===== src/rtl/spiclk_pkg.sv =====
package spiclk_pkg;

   typedef enum logic {
      DIV_LINEAR = 1'b0,
      DIV_POW2   = 1'b1
   } div_mode_e;

   // Width of the half-period-minus-one count for the given field widths.
   function automatic int spiclk_half_w(input int lin_w, input int exp_w);
      int pow_w;
      pow_w = (1 << exp_w) - 2;
      if (pow_w < 1) pow_w = 1;
      return (lin_w > pow_w) ? lin_w : pow_w;
   endfunction

endpackage


===== src/rtl/spiclk_half_calc.sv =====
module spiclk_half_calc #(
   parameter int LIN_W  = 8,
   parameter int EXP_W  = 4,
   parameter int HALF_W = 14
) (
   input  logic              pow2_i,
   input  logic [LIN_W-1:0]  lin_i,
   input  logic [EXP_W-1:0]  exp_i,
   output logic              bypass_o,
   output logic [HALF_W-1:0] hm1_o
);

   logic [EXP_W-1:0] exp_m1;

   always_comb begin
      exp_m1 = exp_i - EXP_W'(1);
      if (pow2_i) begin
         bypass_o = (exp_i == '0);
         // half period 2^(n-1); the top case wraps to all ones, which is exact
         hm1_o    = (HALF_W'(1) << exp_m1) - HALF_W'(1);
      end else begin
         bypass_o = 1'b0;
         hm1_o    = HALF_W'(lin_i);
      end
   end

endmodule


===== src/rtl/spiclk_edge_gen.sv =====
module spiclk_edge_gen #(
   parameter int HALF_W = 14
) (
   input  logic              clk_i,
   input  logic              rst_ni,
   input  logic              en_i,
   input  logic              nxt_bypass_i,
   input  logic [HALF_W-1:0] nxt_hm1_i,
   output logic              sck_o,
   output logic              rise_stb_o,
   output logic              fall_stb_o
);

   logic              run_q;
   logic              byp_q;
   logic              sck_q;
   logic              rise_q;
   logic              fall_q;
   logic [HALF_W-1:0] hm1_q;
   logic [HALF_W-1:0] cnt_q;
   logic              at_limit;

   assign at_limit = (cnt_q == hm1_q);

   always_ff @(posedge clk_i or negedge rst_ni) begin
      if (!rst_ni) begin
         run_q  <= 1'b0;
         byp_q  <= 1'b0;
         sck_q  <= 1'b0;
         rise_q <= 1'b0;
         fall_q <= 1'b0;
         hm1_q  <= '0;
         cnt_q  <= '0;
      end else if (!en_i) begin
         // parked: the configuration keeps loading so the first period uses it
         run_q  <= 1'b0;
         sck_q  <= 1'b0;
         rise_q <= 1'b0;
         fall_q <= 1'b0;
         cnt_q  <= '0;
         byp_q  <= nxt_bypass_i;
         hm1_q  <= nxt_hm1_i;
      end else begin
         run_q <= 1'b1;
         if (byp_q) begin
            // every module-clock cycle is a period boundary in bypass
            byp_q  <= nxt_bypass_i;
            hm1_q  <= nxt_hm1_i;
            cnt_q  <= '0;
            sck_q  <= 1'b0;
            rise_q <= nxt_bypass_i;
            fall_q <= nxt_bypass_i;
         end else if (at_limit) begin
            cnt_q  <= '0;
            sck_q  <= ~sck_q;
            rise_q <= ~sck_q;
            fall_q <= sck_q;
            if (sck_q) begin
               // falling edge closes the period: take up the new settings
               byp_q <= nxt_bypass_i;
               hm1_q <= nxt_hm1_i;
               if (nxt_bypass_i) begin
                  rise_q <= 1'b1;
                  fall_q <= 1'b1;
               end
            end
         end else begin
            cnt_q  <= cnt_q + HALF_W'(1);
            rise_q <= 1'b0;
            fall_q <= 1'b0;
         end
      end
   end

   assign sck_o      = run_q & (byp_q ? clk_i : sck_q);
   assign rise_stb_o = rise_q;
   assign fall_stb_o = fall_q;

endmodule


===== src/rtl/spiclk_rate_planner.sv =====
module spiclk_rate_planner
   import spiclk_pkg::*;
#(
   parameter int LIN_W   = 8,
   parameter int EXP_W   = 4,
   parameter int RATIO_W = 15
) (
   input  logic [RATIO_W-1:0] ratio_i,
   output logic               mode_o,
   output logic [LIN_W-1:0]   lin_o,
   output logic [EXP_W-1:0]   exp_o
);

   localparam logic [31:0] LIN_MAX = 32'((1 << LIN_W) - 1);
   localparam int          EXP_MAX = (1 << EXP_W) - 1;

   logic [31:0] ratio_eff;
   logic [31:0] lin_need;
   div_mode_e   mode_sel;

   always_comb begin
      ratio_eff = (ratio_i == '0) ? 32'd1 : 32'(ratio_i);
      // ceil(R/2) - 1 rounds the frequency down
      lin_need  = ((ratio_eff + 32'd1) >> 1) - 32'd1;
      if (lin_need <= LIN_MAX) begin
         mode_sel = DIV_LINEAR;
         lin_o    = LIN_W'(lin_need);
         exp_o    = '0;
      end else begin
         mode_sel = DIV_POW2;
         lin_o    = '0;
         exp_o    = EXP_W'(EXP_MAX);
         for (int i = EXP_MAX; i >= 0; i--) begin
            if ((32'd1 << i) >= ratio_eff) exp_o = EXP_W'(i);
         end
      end
      mode_o = mode_sel;
   end

endmodule


===== src/rtl/spiclk_divider.sv =====
module spiclk_divider
   import spiclk_pkg::*;
#(
   parameter int LIN_W      = 8,
   parameter int EXP_W      = 4,
   parameter int RATIO_W    = 15,
   parameter bit PLANNER_EN = 1'b1
) (
   input  logic               clk_i,
   input  logic               rst_ni,
   input  logic               en_i,
   input  logic               mode_i,
   input  logic [LIN_W-1:0]   lin_div_i,
   input  logic [EXP_W-1:0]   exp_div_i,
   input  logic [RATIO_W-1:0] req_ratio_i,
   output logic               sck_o,
   output logic               rise_stb_o,
   output logic               fall_stb_o,
   output logic               plan_mode_o,
   output logic [LIN_W-1:0]   plan_lin_o,
   output logic [EXP_W-1:0]   plan_exp_o
);

   localparam int HALF_W = spiclk_half_w(LIN_W, EXP_W);

   if (LIN_W < 1 || LIN_W > 16) begin : g_bad_lin
      $error("spiclk_divider: LIN_W must be within 1..16");
   end
   if (EXP_W < 1 || EXP_W > 5) begin : g_bad_exp
      $error("spiclk_divider: EXP_W must be within 1..5");
   end
   if (RATIO_W < 2 || RATIO_W > 30 || RATIO_W > (1 << EXP_W) - 1) begin : g_bad_ratio
      $error("spiclk_divider: RATIO_W must be 2..30 and reachable by the exponent field");
   end

   div_mode_e         mode_sel;
   logic              nxt_bypass;
   logic [HALF_W-1:0] nxt_hm1;

   assign mode_sel = div_mode_e'(mode_i);

   spiclk_half_calc #(
      .LIN_W (LIN_W),
      .EXP_W (EXP_W),
      .HALF_W(HALF_W)
   ) u_half (
      .pow2_i  (mode_sel == DIV_POW2),
      .lin_i   (lin_div_i),
      .exp_i   (exp_div_i),
      .bypass_o(nxt_bypass),
      .hm1_o   (nxt_hm1)
   );

   spiclk_edge_gen #(
      .HALF_W(HALF_W)
   ) u_edge (
      .clk_i       (clk_i),
      .rst_ni      (rst_ni),
      .en_i        (en_i),
      .nxt_bypass_i(nxt_bypass),
      .nxt_hm1_i   (nxt_hm1),
      .sck_o       (sck_o),
      .rise_stb_o  (rise_stb_o),
      .fall_stb_o  (fall_stb_o)
   );

   if (PLANNER_EN) begin : g_planner
      spiclk_rate_planner #(
         .LIN_W  (LIN_W),
         .EXP_W  (EXP_W),
         .RATIO_W(RATIO_W)
      ) u_plan (
         .ratio_i(req_ratio_i),
         .mode_o (plan_mode_o),
         .lin_o  (plan_lin_o),
         .exp_o  (plan_exp_o)
      );
   end else begin : g_no_planner
      assign plan_mode_o = 1'b0;
      assign plan_lin_o  = '0;
      assign plan_exp_o  = '0;
   end

endmodule


===== config.mk =====
export PLATFORM = sky130hd
export DESIGN_NAME = spiclk_divider
export DESIGN_NICKNAME = d
export VERILOG_FILES = /design/src/rtl/spiclk_pkg.sv /design/src/rtl/spiclk_half_calc.sv /design/src/rtl/spiclk_edge_gen.sv /design/src/rtl/spiclk_rate_planner.sv /design/src/rtl/spiclk_divider.sv
export SDC_FILE = /design/constraint.sdc
export NUM_CORES = 1
export LEC_CHECK = 0
export ABC_AREA = 1
export BUFFER_PORTS_ARGS = -buffer_cell sky130_fd_sc_hd__buf_4
export CAP_MARGIN = 30
export CORE_ASPECT_RATIO = 0.5
export CORE_UTILIZATION = 40
export DETAILED_ROUTE_END_ITERATION = 10
export HOLD_SLACK_MARGIN = 0.08
export PLACE_DENSITY = 0.7
export SYNTH_ARGS = -nofsm -noshare
export SYNTH_HDL_FRONTEND = slang
export SYNTH_HIERARCHICAL = 1
export SYNTH_SLANG_ARGS = --single-unit

===== constraint.sdc =====
create_clock -name clk_i -period 3.2 [get_ports clk_i]
set_input_delay 0.48 -clock clk_i [delete_from_list [all_inputs] [get_ports clk_i]]
set_output_delay 0.48 -clock clk_i [all_outputs]
set_load 0.05 [all_outputs]

==> results.yml, run 1 <==
run_status:
  outcome: "finished with violations"
  violations: "setup timing"
route:
  drtIter0Drc: 291
  vias_per_cell: 4.93
  drc: 0
  drt.antenna.violating_nets: 0
  wl_um: 8820
  dr.pass1.iters: 6
  vias: 3779
  avgRoutedWirePerCell_um: 11.5
timing:
  worstMarginPinSlew_ns: 0.543
  max_freq_mhz: 294
  rsz0062_at_grt: "true"
  skew_ns: 0.00363
  timing.final.ws_setup_ns: -0.199
  fin_crit_sh_pct: 106
  hold_ws_ns: 0.225
  max_slew_margin_pct: 63.7
  maxSlewViolCount: 0
  final-hold-violation-count: 0
  period_needed_ns: 3.40
  setup_viol: 12
power:
  powerDensity_mw_per_mm2: 349
  p_leak_uw: 0.00238
  power.internal_uw: 1180
  vdd_ir_drop_max_v: 0.000227
  p_comb_share_pct: 26.8
  switching_power_uw: 504
  clkPwrFrac_pct: 44.6
  swShare_pct: 29.9
  seq_power_share_pct: 28.6
setup_path:
  slowest_stage: "ha_4"
  worstPathRequired_ns: 2.72
  crit_type: "input pin to output port"
  critPathLaunchType: "input pin"
  r2r_start: "u_edge/cnt_q[0]"
  r2r_end: "u_edge/cnt_q[10]"
  cp-startpoint: "req_ratio_i[8]"
  critical_path_arrival_ns: 2.92
  reg2reg_depth: 8
  crit_path_end_kind: "output port"
  crit_top_cell: "nand2_4"
  cp_max_fo: 6
  r2r_slack_ns: 1.53
  critPathMaxStageDelay_ns: 0.22
  cp_cell_sequence: "buf_6 > nor2_4 > nand2_4 > nor2_4 > nand2_2 > nand2_2 > inv_2 > ha_4 > inv_4 > nand2_4 > nor2_4 > nand3b_4 > nor3b_2 > nand2_1 > o21ai_0 > nand2_1 > nand2_4 > buf_4 > nand2_4 > a21oi_4 > buf_6"
cells_and_area:
  layout_common_cells: "134 x nand2_1, 90 x buf_4, 62 x nor2_1, 61 x inv_1, 50 x nand3_1"
  layout_commonest_cell: "nand2_1"
  nFillCells: 741
  area_delta_synth_final_pct: 43.1
  multi_input_area_mm2: 0.00237
  instances_no_fill: 766
  final_nets: 689
  num_antenna_cells: 0
  drive_gt1_share_pct: 32.1
  regArea_um2: 826
logic_synthesis:
  synth_area_mm2: 0.00338
  synth.avg_cell_area_um2: 6.18
  ys_types: 44
  seq_area_frac_synth_pct: 24.5
  syn-num-nets: 582
  postSynthCellCount: 546
  synth_warnings: 6
  synth_edf_count: 0
  async_reset_ff_share_pct: 100
  synthFlopType: "dfrtp_1"
  ys_ff_latch: 33
floorplanning:
  die-area_mm2: 0.00883
  io_pins: 47
  die_w_um: 132
  num_rows: 23
  initial_utilization_pct: 41.7
  core_area_mm2: 0.00809
  die_h_um: 67.0
placement:
  dp_cells: 740
  io_buffers: 46
  post-dp-hpwl_um: 6550
  gp_congestion: 0.878
hold_path:
  holdCritStartpoint: "en_i"
  hold_end: "u_edge/run_q"
  hold-path-cell-count: 1
  hold_path.class: "input pin to flop"
run:
  drv_cap: 0
clock_network:
  cts_tree: "yes"
  clk-insertion-delay-late_ns: 0.39
  path_clk_slew_ns: 0.05
grt:
  antenna_found_initial: 0
  grt_usage_pct: 21.0
  grt_overflow: 0
  grt_pass1_vias: 3593
  grt_pass1_wl_um: 15000
  grt_max_degree: 34
==> synthesized netlist by cell type (2+ instances only) <==
| master | n | area, µm² |
|---|---|---|
| xnor2_1 | 5 | 43.8 |
| nand2_1 | 144 | 541 |
| dfrtp_1 | 33 | 826 |
| clkbuf_1 | 3 | 11.3 |
| nand4_1 | 10 | 62.6 |
| buf_6 | 4 | 45.0 |
| nor2_1 | 75 | 282 |
| inv_2 | 14 | 52.6 |
| nand3_2 | 8 | 80.1 |
| nor2_2 | 9 | 56.3 |
| a21oi_1 | 24 | 120 |
| o21ai_0 | 17 | 85.1 |
| nor4_1 | 6 | 37.5 |
| nand3_1 | 51 | 255 |
| a21oi_2 | 2 | 17.5 |
| or2_2 | 2 | 12.5 |
| a31oi_1 | 5 | 31.3 |
| nor2_4 | 5 | 56.3 |
| nand2_2 | 5 | 31.3 |
| buf_4 | 2 | 15.0 |
| xor2_1 | 9 | 78.8 |
| inv_1 | 64 | 240 |
| nor3_1 | 16 | 80.1 |
| o21ai_1 | 5 | 25.0 |
| buf_2 | 3 | 15.0 |
| nor3_2 | 2 | 20.0 |
| ha_1 | 5 | 62.6 |
| clkinv_1 | 2 | 7.51 |
==> how the worst max path moves through the flow <==
stage,to,depth (start not counted)
6_report,plan_exp_o[0],21
5_1_grt,plan_exp_o[0],21
4_1_cts,plan_lin_o[2],22
3_5_place_dp,plan_lin_o[7],22
3_3_place_gp,plan_lin_o[7],22
2_1_floorplan,plan_lin_o[2],20
==> power by group through the flow <==
stage          Combinational (µW)  Sequential, µW  Clock (µW)
2_1_floorplan                 304             483        6.79
3_3_place_gp                  422             486        9.12
3_5_place_dp                  428             488        9.12
4_1_cts                       449             481         764
5_1_grt                       503             486         790
6_report                      453             481         752
==> flip-flops by register name (all words and copies together) (netlist names) <==
name / flops
u_edge/rise_stb_o: 1
u_edge/sck_q: 1
u_edge/fall_stb_o: 1
u_edge/cnt_q: 14
u_edge/byp_q: 1
u_edge/run_q: 1
u_edge/hm1_q: 14
==> layer usage <==
metal  vias up  global-route usage, %  share of wire [%]
met1      1693                   24.3                 45
met5         -                      0                  0
met2       124                   40.5                 49
li1       1955                      -                  -
met4         0                   5.09               0.66
met3         7                   3.96                4.9
==> kinds of logic (layout without fill, tap and decap cells) <==
group / count (synthesis) / in the layout / synth area share (%)
adder cells (fa/ha/maj): 5 / 5 / 1.85
AO/OA/AOI/OAI: 59 / 59 / 9.90
buffers and inverters: 96 / 204 / 12.6
XOR/XNOR: 15 / 15 / 4.11
flip-flops: 33 / 33 / 24.5
AND/OR/NAND/NOR: 338 / 338 / 47.1
==> what timing repair did <==
item,in CTS,in global routing
pin swaps,20,8
endpoints found under the setup margin,12,12
buffers inserted,13,2
gates resized for setup,29,13
hold endpoints to repair,33,0
hold buffers,1,0
==> per-stage QoR <==
step / power [µW] / utilization, % / area [µm²] / setup WS (ns) / TNS, ns
2_1_floorplan: 794 / - / 3600 / -0.117 / -0.875
3_3_place_gp: 917 / 53.3 / 4310 / -0.234 / -2.19
3_5_place_dp: 925 / 53.3 / 4310 / -0.301 / -3.03
4_1_cts: 1690 / 59.2 / 4780 / -0.221 / -2.17
5_1_grt: 1780 / 59.8 / 4830 / -0.338 / -3.59
6_report: 1690 / 59.8 / 4830 / -0.199 / -1.92
==> worst max-delay path, delay by kind of cell <==
kind	cells	cell delay, ns
AOI/OAI and AO/OA	2	0.30
adders and majority gates	1	0.22
buffers and inverters	5	0.55
and+or+nand+nor	13	1.37
==> area by class of cell <==
| type | instances | share of cell area, % |
|---|---|---|
| clock buffers | 10 | 4.58 |
| clock inverters | 2 | 0.777 |
| inverters | 82 | 6.58 |
| multi-input cells | 417 | 49.0 |
| flip-flops and latches | 33 | 17.1 |
| well taps | 112 | 2.90 |
| repair buffers | 110 | 19.1 |
Power figures use the tool's default switching activity.
==> run 2, diff against run 1 <==
==> constraint.sdc (replaced) <==
create_clock -name clk_i -period 2.95 [get_ports clk_i]
set_input_delay 0.4425 -clock clk_i [delete_from_list [all_inputs] [get_ports clk_i]]
set_output_delay 0.4425 -clock clk_i [all_outputs]
set_load 0.05 [all_outputs]
==> run 2 against run 1 <==
  * The run still ends with setup timing left
  * First-iteration DRC count rose by 9.6%
  * Sequential share of layout area fell by 0.61 points
  * Register-to-register slack got worse by 0.26 ns
  * Clock-buffer cell count did not move
  * Worst hold slack got worse by 0.044 ns
  * Critical path depth did not move
  * Global-route usage rose by 1.1 points
  * Final area rose by 3.7%
  * Power rose by 3.5%
  * Sequential power rose by 8.3%
  * Routed wire length rose by 6.4%
  * Non-clock buffer count rose by 23
  * Critical endpoint is now plan_lin_o[2]
  * Largest power group unchanged
==> results.yml, run 2 (synthesis results as in run 1) <==
run_status:
  outcome: "finished with violations"
  violations: "setup timing"
timing:
  final-hold-violation-count: 0
  worstMarginPinSlew_ns: 0.600
  period_needed_ns: 3.31
  max_slew_margin_pct: 60.0
  skew_ns: 0.00383
  max_freq_mhz: 302
  setup_viol: 12
  fin_crit_sh_pct: 112
  maxSlewViolCount: 0
  rsz0062_at_grt: "true"
  timing.final.ws_setup_ns: -0.359
route:
  drt.antenna.violating_nets: 0
  dr_wl_met3_um: 395
  m1WireLength_um: 4190
  dr_wl_met2_um: 4620
  wl_um: 9380
  vias_per_cell: 4.89
  drc: 0
  avgRoutedWirePerCell_um: 11.9
  routed.top_layer: "met4"
  vias: 3862
  drtIter0Drc: 319
  dr.pass1.iters: 5
setup_path:
  cp-startpoint: "req_ratio_i[4]"
  critical_path_arrival_ns: 2.87
  crit_top_cell: "buf_4"
  critPathMaxStageDelay_ns: 0.22
  crit_type: "input pin to output port"
  cp_max_fo: 3
  r2r_start: "u_edge/cnt_q[6]"
  slowest_stage: "ha_4"
  worstPathRequired_ns: 2.51
  cp_cell_sequence: "buf_4 > nor2_4 > nand2_2 > nor2_4 > nand2_2 > nand2_2 > inv_2 > ha_4 > inv_4 > ha_4 > nand2_4 > buf_6 > buf_4 > buf_4 > buf_4 > buf_4 > buf_4 > buf_4 > buf_4 > a21oi_4 > buf_6"
  critPathLaunchType: "input pin"
  crit_path_end_kind: "output port"
grt:
  grt_pass1_wl_um: 15800
  grt_max_degree: 34
  grt_overflow: 0
  grt_pass1_vias: 3730
  grt_usage_pct: 22.1
  antenna_found_initial: 0
cells_and_area:
  num_antenna_cells: 0
  drive_gt1_share_pct: 34.4
  multi_input_area_mm2: 0.00238
  area_delta_synth_final_pct: 48.5
  final_area_mm2: 0.00501
  postLayoutCoreUtil_pct: 62.0
  reg_top3: "u_edge/cnt_q x14, u_edge/hm1_q x14"
  final_nets: 712
  nFillCells: 735
  layout_commonest_cell: "nand2_1"
  layout_common_cells: "133 x nand2_1, 111 x buf_4, 62 x nor2_1, 61 x inv_1, 50 x nand3_1"
  regArea_um2: 826
hold_path:
  holdCritStartpoint: "en_i"
  hold_path.class: "input pin to flop"
floorplanning:
  die-area_mm2: 0.00883
  core_area_mm2: 0.00809
  io_pins: 47
  die_w_um: 132
  initial_utilization_pct: 41.7
  num_rows: 23
  die_h_um: 67.0
placement:
  post-dp-hpwl_um: 6640
  io_buffers: 46
  dpl_worst_slack_ns: -0.448
  placed_area_mm2: 0.00445
  gp_congestion: 0.874
power:
  p_leak_uw: 0.00249
  powerDensity_mw_per_mm2: 348
  vdd_ir_drop_max_v: 0.000213
clock_network:
  cts_tree: "yes"
  path_clk_slew_ns: 0.05
  clk-insertion-delay-late_ns: 0.39
run:
  drv_cap: 0
-- run 2: cell count changes in the layout (fill, tap and decap cells not counted), moves of 2 or more --
cell,before,now
buf_4,90,111
buf_6,16,14
buf_8,3,6
clkinv_2,1,3
nor2_2,7,4
nor2_4,20,23
-- run 2: stage by stage --
| step | cells | hold WS [ns] | setup TNS, ns | total power [µW] |
|---|---|---|---|---|
| after global routing | 789 | 0.176 | -5.28 | 1840 |
| after floorplan | 546 | 0.147 | -2.80 | 861 |
| after detailed placement | 759 | 0.411 | -4.50 | 1020 |
| final | 789 | 0.181 | -3.38 | 1740 |
| after global placement | 759 | 0.411 | -3.44 | 1010 |
| after CTS | 790 | 0.175 | -3.66 | 1740 |
-- run 2: cell type report --
type	instances	area share (%)
Multi-Input combinational cell	417	47.6
Clock buffer	10	4.22
Clock inverter	2	0.200
Sequential cell	33	16.5
Inverter	82	6.34
Tap cell	112	2.80
Timing Repair Buffer	133	22.4
-- run 2: final timing paths --
check                             endpoint  slack (ns)  depth (start not counted)
max                          plan_lin_o[2]       -0.36                         21
min                           u_edge/run_q        0.18                          1
min in group asynchronous     u_edge/run_q        0.53                          2
min reg2reg                u_edge/cnt_q[0]        0.52                          1
max reg2reg                u_edge/hm1_q[0]        1.27                          9
max in group asynchronous  u_edge/cnt_q[3]        2.11                          2
-- run 2: metal layers --
metal,global-route usage [%],vias to the layer above
met4,7.70,0
li1,-,1999
met5,0,-
met2,42.6,115
met3,3.12,17
met1,25.4,1731
-- run 2: report_power, final --
group,switching [µW],internal (µW),total (µW)
sequential,32.0,489,521
clock,220,485,705
combinational,302,216,518
total,555,1190,1740
-- run 2: critical path: cells and delay by family --
kind,cells,cell delay [ns]
and+or+nand+nor,6,0.50
adders and majority gates,2,0.36
buffers and inverters,12,1.41
AOI/OAI and AO/OA,1,0.14
-- run 2: repair_timing --
item | CTS | global route
buffers inserted | 19 | 0
resized for setup | 37 | 13
hold endpoints to repair | 33 | 0
hold buffers | 1 | 0
setup endpoints to repair | 12 | 12
pin swaps | 9 | 12
